`config.mk`:
```
export PLATFORM = sky130hd
export DESIGN_NAME = cmd_stream_sched
export DESIGN_NICKNAME = d
export VERILOG_FILES = /design/src/rtl/cmd_sched_pkg.sv /design/src/rtl/sched_stream_fifo.sv /design/src/rtl/sched_rr_arb.sv /design/src/rtl/sched_engine.sv /design/src/rtl/cmd_stream_sched.sv
export SDC_FILE = /design/constraint.sdc
export NUM_CORES = 1
export LEC_CHECK = 0
export BUFFER_PORTS_ARGS = -buffer_cell sky130_fd_sc_hd__buf_2
export CAP_MARGIN = 20
export CORE_MARGIN = 1.5
export CORE_UTILIZATION = 60
export CTS_CLUSTER_DIAMETER = 200
export DETAILED_ROUTE_END_ITERATION = 8
export PLACE_DENSITY = 0.77
export SLEW_MARGIN = 40
export SYNTH_ARGS = -nofsm -noshare
export SYNTH_HDL_FRONTEND = slang
export SYNTH_SLANG_ARGS = --single-unit
```
`constraint.sdc`:
```
create_clock -name clk -period 6.02 [get_ports clk]
set_input_delay 0.602 -clock clk [delete_from_list [all_inputs] [get_ports clk]]
set_output_delay 0.602 -clock clk [all_outputs]
set_load 0.01 [all_outputs]
```
`src/rtl/cmd_sched_pkg.sv`:
```
package cmd_sched_pkg;
  localparam int ARG_W = 16;
  localparam int SID_W = 2;

  typedef enum logic [1:0] {
    OP_COPY_IN  = 2'd0,
    OP_KERNEL   = 2'd1,
    OP_COPY_OUT = 2'd2,
    OP_MARK     = 2'd3
  } op_e;

  typedef struct packed {
    op_e              op;
    logic [ARG_W-1:0] arg;
  } cmd_t;
endpackage

```
`src/rtl/sched_stream_fifo.sv`:
```
module sched_stream_fifo #(
  parameter int W     = 18,
  parameter int DEPTH = 4
) (
  input  logic         clk,
  input  logic         rst,
  input  logic         push,
  input  logic         pop,
  input  logic [W-1:0] din,
  output logic [W-1:0] dout,
  output logic         empty,
  output logic         full
);
  localparam int AW = $clog2(DEPTH);

  logic [W-1:0]  mem [DEPTH];
  logic [AW-1:0] wr_ptr, rd_ptr;
  logic [AW:0]   count;

  // storage without reset so it can map onto RAM
  always_ff @(posedge clk) begin
    if (push) mem[wr_ptr] <= din;
  end

  always_ff @(posedge clk) begin
    if (rst) begin
      wr_ptr <= '0;
      rd_ptr <= '0;
      count  <= '0;
    end else begin
      if (push) wr_ptr <= wr_ptr + 1'b1;
      if (pop)  rd_ptr <= rd_ptr + 1'b1;
      case ({push, pop})
        2'b10:   count <= count + 1'b1;
        2'b01:   count <= count - 1'b1;
        default: count <= count;
      endcase
    end
  end

  assign dout  = mem[rd_ptr];
  assign empty = (count == '0);
  assign full  = (count == (AW+1)'(DEPTH));
endmodule

```
`src/rtl/sched_rr_arb.sv`:
```
module sched_rr_arb #(
  parameter int N = 3
) (
  input  logic                 clk,
  input  logic                 rst,
  input  logic [N-1:0]         req,
  input  logic                 take,
  output logic                 any,
  output logic [$clog2(N)-1:0] idx
);
  localparam int IW = $clog2(N);

  logic [IW-1:0] ptr;

  always_comb begin
    any = 1'b0;
    idx = '0;
    for (int k = 0; k < N; k++) begin
      int j;
      j = (int'(ptr) + k) % N;
      if (!any && req[j]) begin
        any = 1'b1;
        idx = IW'(j);
      end
    end
  end

  always_ff @(posedge clk) begin
    if (rst) ptr <= '0;
    else if (take && any) ptr <= (int'(idx) == N-1) ? '0 : idx + 1'b1;
  end
endmodule

```
`src/rtl/sched_engine.sv`:
```
module sched_engine #(
  parameter int DUR_W = 16,
  parameter int SID_W = 2
) (
  input  logic             clk,
  input  logic             rst,
  input  logic             start,
  input  logic [DUR_W-1:0] dur,
  input  logic [SID_W-1:0] sid,
  output logic             busy,
  output logic [SID_W-1:0] owner,
  output logic             fin
);
  logic [DUR_W-1:0] left;

  assign fin = busy && (left == DUR_W'(1));

  always_ff @(posedge clk) begin
    if (rst) begin
      busy  <= 1'b0;
      left  <= '0;
      owner <= '0;
    end else if (start) begin
      busy  <= 1'b1;
      left  <= (dur == '0) ? DUR_W'(1) : dur;
      owner <= sid;
    end else if (busy) begin
      if (fin) busy <= 1'b0;
      left <= left - 1'b1;
    end
  end
endmodule

```
`src/rtl/cmd_stream_sched.sv`:
```
module cmd_stream_sched
  import cmd_sched_pkg::*;
#(
  parameter int NSTREAM = 3,
  parameter int QDEPTH  = 4,
  parameter int NMARK   = 8,
  parameter int TS_W    = 32
) (
  input  logic                        clk,
  input  logic                        rst,
  input  logic                        cmd_valid,
  input  logic [1:0]                  cmd_op,
  input  logic [SID_W-1:0]            cmd_stream,
  input  logic [ARG_W-1:0]            cmd_arg,
  output logic [NSTREAM-1:0]          stream_full,
  output logic [NSTREAM-1:0]          overflow,
  output logic [2:0]                  eng_busy,
  output logic [3*SID_W-1:0]          eng_stream,
  input  logic [$clog2(NMARK)-1:0]    q_mark_a,
  input  logic [$clog2(NMARK)-1:0]    q_mark_b,
  output logic                        mark_a_done,
  output logic                        span_valid,
  output logic [TS_W-1:0]             span
);
  localparam int NENG = 3;
  localparam int MW   = $clog2(NMARK);
  localparam int IW   = $clog2(NSTREAM);
  localparam int CW   = $bits(cmd_t);

  cmd_t               hd [NSTREAM];
  logic [NSTREAM-1:0] q_empty, q_full, push, pop, ready, is_mark, in_flight;

  // per-stream queues
  for (genvar s = 0; s < NSTREAM; s++) begin : g_q
    logic [CW-1:0] dout;
    assign push[s] = cmd_valid && (cmd_stream == SID_W'(s)) && !q_full[s];
    sched_stream_fifo #(.W(CW), .DEPTH(QDEPTH)) u_fifo (
      .clk(clk), .rst(rst), .push(push[s]), .pop(pop[s]),
      .din({cmd_op, cmd_arg}), .dout(dout),
      .empty(q_empty[s]), .full(q_full[s])
    );
    assign hd[s]      = cmd_t'(dout);
    assign ready[s]   = !q_empty[s] && !in_flight[s];
    assign is_mark[s] = ready[s] && (hd[s].op == OP_MARK);
  end

  // engines with their arbiters; engine index equals opcode
  logic [NENG-1:0]    e_start, e_fin, e_any;
  logic [IW-1:0]      e_idx   [NENG];
  logic [SID_W-1:0]   e_owner [NENG];
  logic [NSTREAM-1:0] e_req   [NENG];

  for (genvar e = 0; e < NENG; e++) begin : g_eng
    for (genvar s = 0; s < NSTREAM; s++) begin : g_req
      assign e_req[e][s] = ready[s] && (hd[s].op == op_e'(e));
    end
    sched_rr_arb #(.N(NSTREAM)) u_arb (
      .clk(clk), .rst(rst), .req(e_req[e]), .take(!eng_busy[e]),
      .any(e_any[e]), .idx(e_idx[e])
    );
    assign e_start[e] = e_any[e] && !eng_busy[e];
    sched_engine #(.DUR_W(ARG_W), .SID_W(SID_W)) u_eng (
      .clk(clk), .rst(rst), .start(e_start[e]),
      .dur(hd[e_idx[e]].arg), .sid(SID_W'(e_idx[e])),
      .busy(eng_busy[e]), .owner(e_owner[e]), .fin(e_fin[e])
    );
    assign eng_stream[e*SID_W +: SID_W] = e_owner[e];
  end

  always_comb begin
    pop = is_mark;
    for (int e = 0; e < NENG; e++) begin
      if (e_start[e]) pop[e_idx[e]] = 1'b1;
    end
  end

  always_ff @(posedge clk) begin
    if (rst) begin
      in_flight <= '0;
      overflow  <= '0;
    end else begin
      for (int e = 0; e < NENG; e++) begin
        if (e_fin[e])   in_flight[e_owner[e]] <= 1'b0;
        if (e_start[e]) in_flight[e_idx[e]]   <= 1'b1;
      end
      for (int s = 0; s < NSTREAM; s++) begin
        if (cmd_valid && cmd_stream == SID_W'(s) && q_full[s]) overflow[s] <= 1'b1;
      end
    end
  end

  assign stream_full = q_full;

  // timestamps and marker table
  logic [TS_W-1:0]  ts;
  logic [TS_W-1:0]  stamp [NMARK];
  logic [NMARK-1:0] done;
  logic             enq_mark;

  assign enq_mark = cmd_valid && (cmd_op == OP_MARK) && (32'(cmd_stream) < NSTREAM)
                    && !q_full[cmd_stream[IW-1:0]];

  always_ff @(posedge clk) begin
    if (rst) ts <= '0;
    else     ts <= ts + 1'b1;
  end

  always_ff @(posedge clk) begin
    if (rst) begin
      done <= '0;
      for (int m = 0; m < NMARK; m++) stamp[m] <= '0;
    end else begin
      for (int s = 0; s < NSTREAM; s++) begin
        if (is_mark[s]) begin
          stamp[hd[s].arg[MW-1:0]] <= ts;
          done[hd[s].arg[MW-1:0]]  <= 1'b1;
        end
      end
      if (enq_mark) done[cmd_arg[MW-1:0]] <= 1'b0;
    end
  end

  always_ff @(posedge clk) begin
    if (rst) begin
      mark_a_done <= 1'b0;
      span_valid  <= 1'b0;
      span        <= '0;
    end else begin
      mark_a_done <= done[q_mark_a];
      span_valid  <= done[q_mark_a] && done[q_mark_b];
      span        <= (done[q_mark_a] && done[q_mark_b]) ? stamp[q_mark_b] - stamp[q_mark_a] : '0;
    end
  end
endmodule

```
==> key figures <==
Timing
  • Sum of negative setup slack: 0 ns
  • Relative slew slack: 43.8%
  • # setup viols final: 0
  • Tcrit/Tclk final: 85.1%
  • PnR worst setup slack: 0.900 ns
  • Final Critical Period: 5.12 ns
  • Max Clock Freq: 195 MHz
  • Fin Clk Skew: 0.0272 ns
  • Final hold violations: 0
  • Final Max Slew Viols: 0
  • RSZ-0062 raised after global routing: no
  • Final hold slack: 0.320 ns
  • Least-Margin Pin Slew: 0.843 ns

Critical path
  • Crit-path cells: buf_4 > mux4_2 > nor4b_1 > a21oi_1 > o21a_1 > or4_1 > nor2_1 > nand4b_1 > ha_1 > inv_1 > fa_1 > xor2_1 > or3_1 > a21oi_1
  • Worst path slowest cell: or4_1
  • Crit-path leading delay family: simple AND/OR/NAND/NOR gates
  • Crit path DAT: 5.65 ns
  • Crit end category: flip-flop
  • CP dominant cell by count: a21oi_1
  • Crit-path max FO: 13
  • CP Data Required Time: 6.55 ns
  • R2r setup slk: 0.90 ns
  • Critical Path Source Type: flip-flop
  • Largest stage delay on the critical path: 0.76 ns
  • Critical path buffers and inverters: 2
  • Kind of critical path: reg -> reg

Logic synthesis
  • Synth Area in Compound Gates: 7.38%
  • Async SR Flop Fraction: 0%
  • Adder-Cell Fraction of Synth Area: 2.64%
  • EDFF count, synth: 472
  • Yosys warns: 0
  • Main combinational cell family by area after synthesis: multiplexers
  • Synth Area in Simple Gates: 13.9%
  • Mapped cell area: 0.0318 mm²
  • Yosys cell types: 76
  • Post-Synthesis Cells: 2475
  • Most used DFF post-synth: edfxtp_1
  • Multiplexer area fraction after synthesis: 15.5%
  • Post-Synth XOR/XNOR Area: 2.17%
  • Synthesized net count: 2567
  • Seq cells post-synth: 642
  • Post-synthesis sequential area ratio: 55.2%
  • Syn Area/Cell: 12.9 µm²

Clocking
  • Post_cts resized: 0
  • Sinks on Clock Net: 642
  • Hold-fix buffers, CTS: 0
  • Clk_lat worst skew: 0.63 ns
  • Reg clk slew, reported paths: 0.07 ns
  • Post-CTS Setup Bufs: 0
  • CTS tree: built
  • Clock Path Buffers: 3
  • Clock root cell: clkbuf_16
  • Cts bufs inserted: 68
  • # H-tree levels: 3

GRT
  • Total Routing Usage GR: 31.3%
  • Initial antenna violation count: 4
  • Largest net degree at the start of global routing: 67
  • Global-route wire length before repair: 127 mm
  • Gr ovfl total: 0
  • Number of global-route vias before repair: 21560

Power
  • Pleak: 12.9 nW
  • Total chip power: 13.3 mW
  • Peak supply drop: 0.403 mV
  • P per Cell Area: 375 mW/mm²

Routing
  • Detailed Route Iter0 Violations: 2419
  • Total Routed Length: 84.1 mm
  • Vias post-DR: 21592
  • Post-route DRC: 0
  • Final ANT Viol Nets: 0
  • Via density: 6.64
  • DR pass1 iterations: 6
  • WL per Instance: 25.8 µm

Layout
  • Commonest non-fill, non-tap cell in the layout: edfxtp_1
  • Multi-input logic area: 0.0134 mm²
  • Synthesis-to-layout area growth: 11.4%
  • Most frequent cells in the layout: edfxtp_1, and2_1, mux4_2
  • Layout cells sized above 1: 19.4%
  • Fin util: 67.6%
  • Design area: 0.0354 mm²
  • Register area: 0.0176 mm²
  • Non-Filler Instances: 3254
  • Final nets: 2599
  • Fillers: 3588

Die
  • Chip width: 233 µm
  • I/O pin total: 78
  • Die height: 233 µm
  • Die area: 0.0544 mm²
  • Core area: 0.0524 mm²
  • Row Count: 84
  • Starting Density: 60.7%

Placement
  • Port Buf Inserts: 77
  • Post-DP Area: 0.0331 mm²
  • GPL Wtd Cong: 0.982
  • Placed Cells: 3125
  • Post-detailed-placement half-perimeter wirelength: 54.7 mm
  • Setup WS pre-CTS: 0.535 ns

Status
  • Status: complete, no violations

Job
  • Max cap viols: 0

Min path
  • Min-delay worst type: in -> reg
cells by family (layout without fill, tap and decap cells):
kind of cell / after synthesis / after routing
AOI/OAI and AO/OA: 358 / 358
xor gates and xnor gates: 79 / 79
adders and majority gates: 65 / 65
buffers and inverters: 246 / 334
DFF: 642 / 642
muxes: 257 / 257
other: 0 / 3
and+or+nand+nor: 828 / 828
sequential cells by signal, indices dropped and copies added (netlist names), named ones only:
| signal | flops |
|---|---|
| g_q.u_fifo.count | 9 |
| stamp | 256 |
| g_q.u_fifo.rd_ptr | 6 |
| ts | 32 |
| done | 8 |
| overflow | 3 |
| g_q.u_fifo.wr_ptr | 6 |
| g_eng.u_eng.left | 48 |
| span | 32 |
| span_valid | 1 |
| mark_a_done | 1 |
| g_eng.u_eng.busy | 3 |
| g_eng.u_arb.ptr | 6 |
| in_flight | 3 |
| g_eng.u_eng.owner | 6 |
| g_q.u_fifo.mem | 216 |
path summary, 6_finish.rpt:
path	start	cells after the start	endpoint
max reg2reg	flip-flop	14	g_q[2].u_fifo.count[2]
min reg2reg	overflow[1]	2	overflow[1]
min	cmd_arg[15]	1	g_q[0].u_fifo.mem[1][15]
max	flip-flop	14	g_q[2].u_fifo.count[2]
cells in the mapped netlist, drive strengths merged (48+ instances only):
cell type	n	area (µm²)
a21oi	121	606
and2	245	1530
and3	52	325
buf	48	243
clkbuf	121	455
dfxtp	170	3400
edfxtp	472	14200
ha	59	738
inv	76	285
mux4	186	4190
nand2	99	372
nor2	181	679
nor3	87	435
o21ai	53	265
per-layer routing:
| metal | vias to the layer above | share of wire, % | track usage [%] |
|---|---|---|---|
| met5 | - | 0.019 | 0 |
| met4 | 2 | 5.1 | 15.7 |
| met3 | 255 | 8.1 | 5.58 |
| met2 | 1204 | 51 | 53.8 |
| met1 | 10680 | 36 | 38.1 |
| li1 | 9451 | - | - |
area by class of cell:
type / count / area share, %
Sequential cell: 642 / 49.6
Multi-Input combinational cell: 1587 / 37.7
Clock buffer: 92 / 5.52
Timing Repair Buffer: 131 / 2.70
Tap cell: 688 / 2.43
Clock inverter: 34 / 1.19
Inverter: 77 / 0.819
Antenna cell: 3 / 0.0212
power breakdown:
| group | switching (mW) | internal, mW |
|---|---|---|
| sequential | 0.284 | 5.06 |
| clock | 1.83 | 2.63 |
| combinational | 2.14 | 1.34 |
| total | 4.26 | 9.02 |
Note: power is estimated with default switching activity, not from simulation.
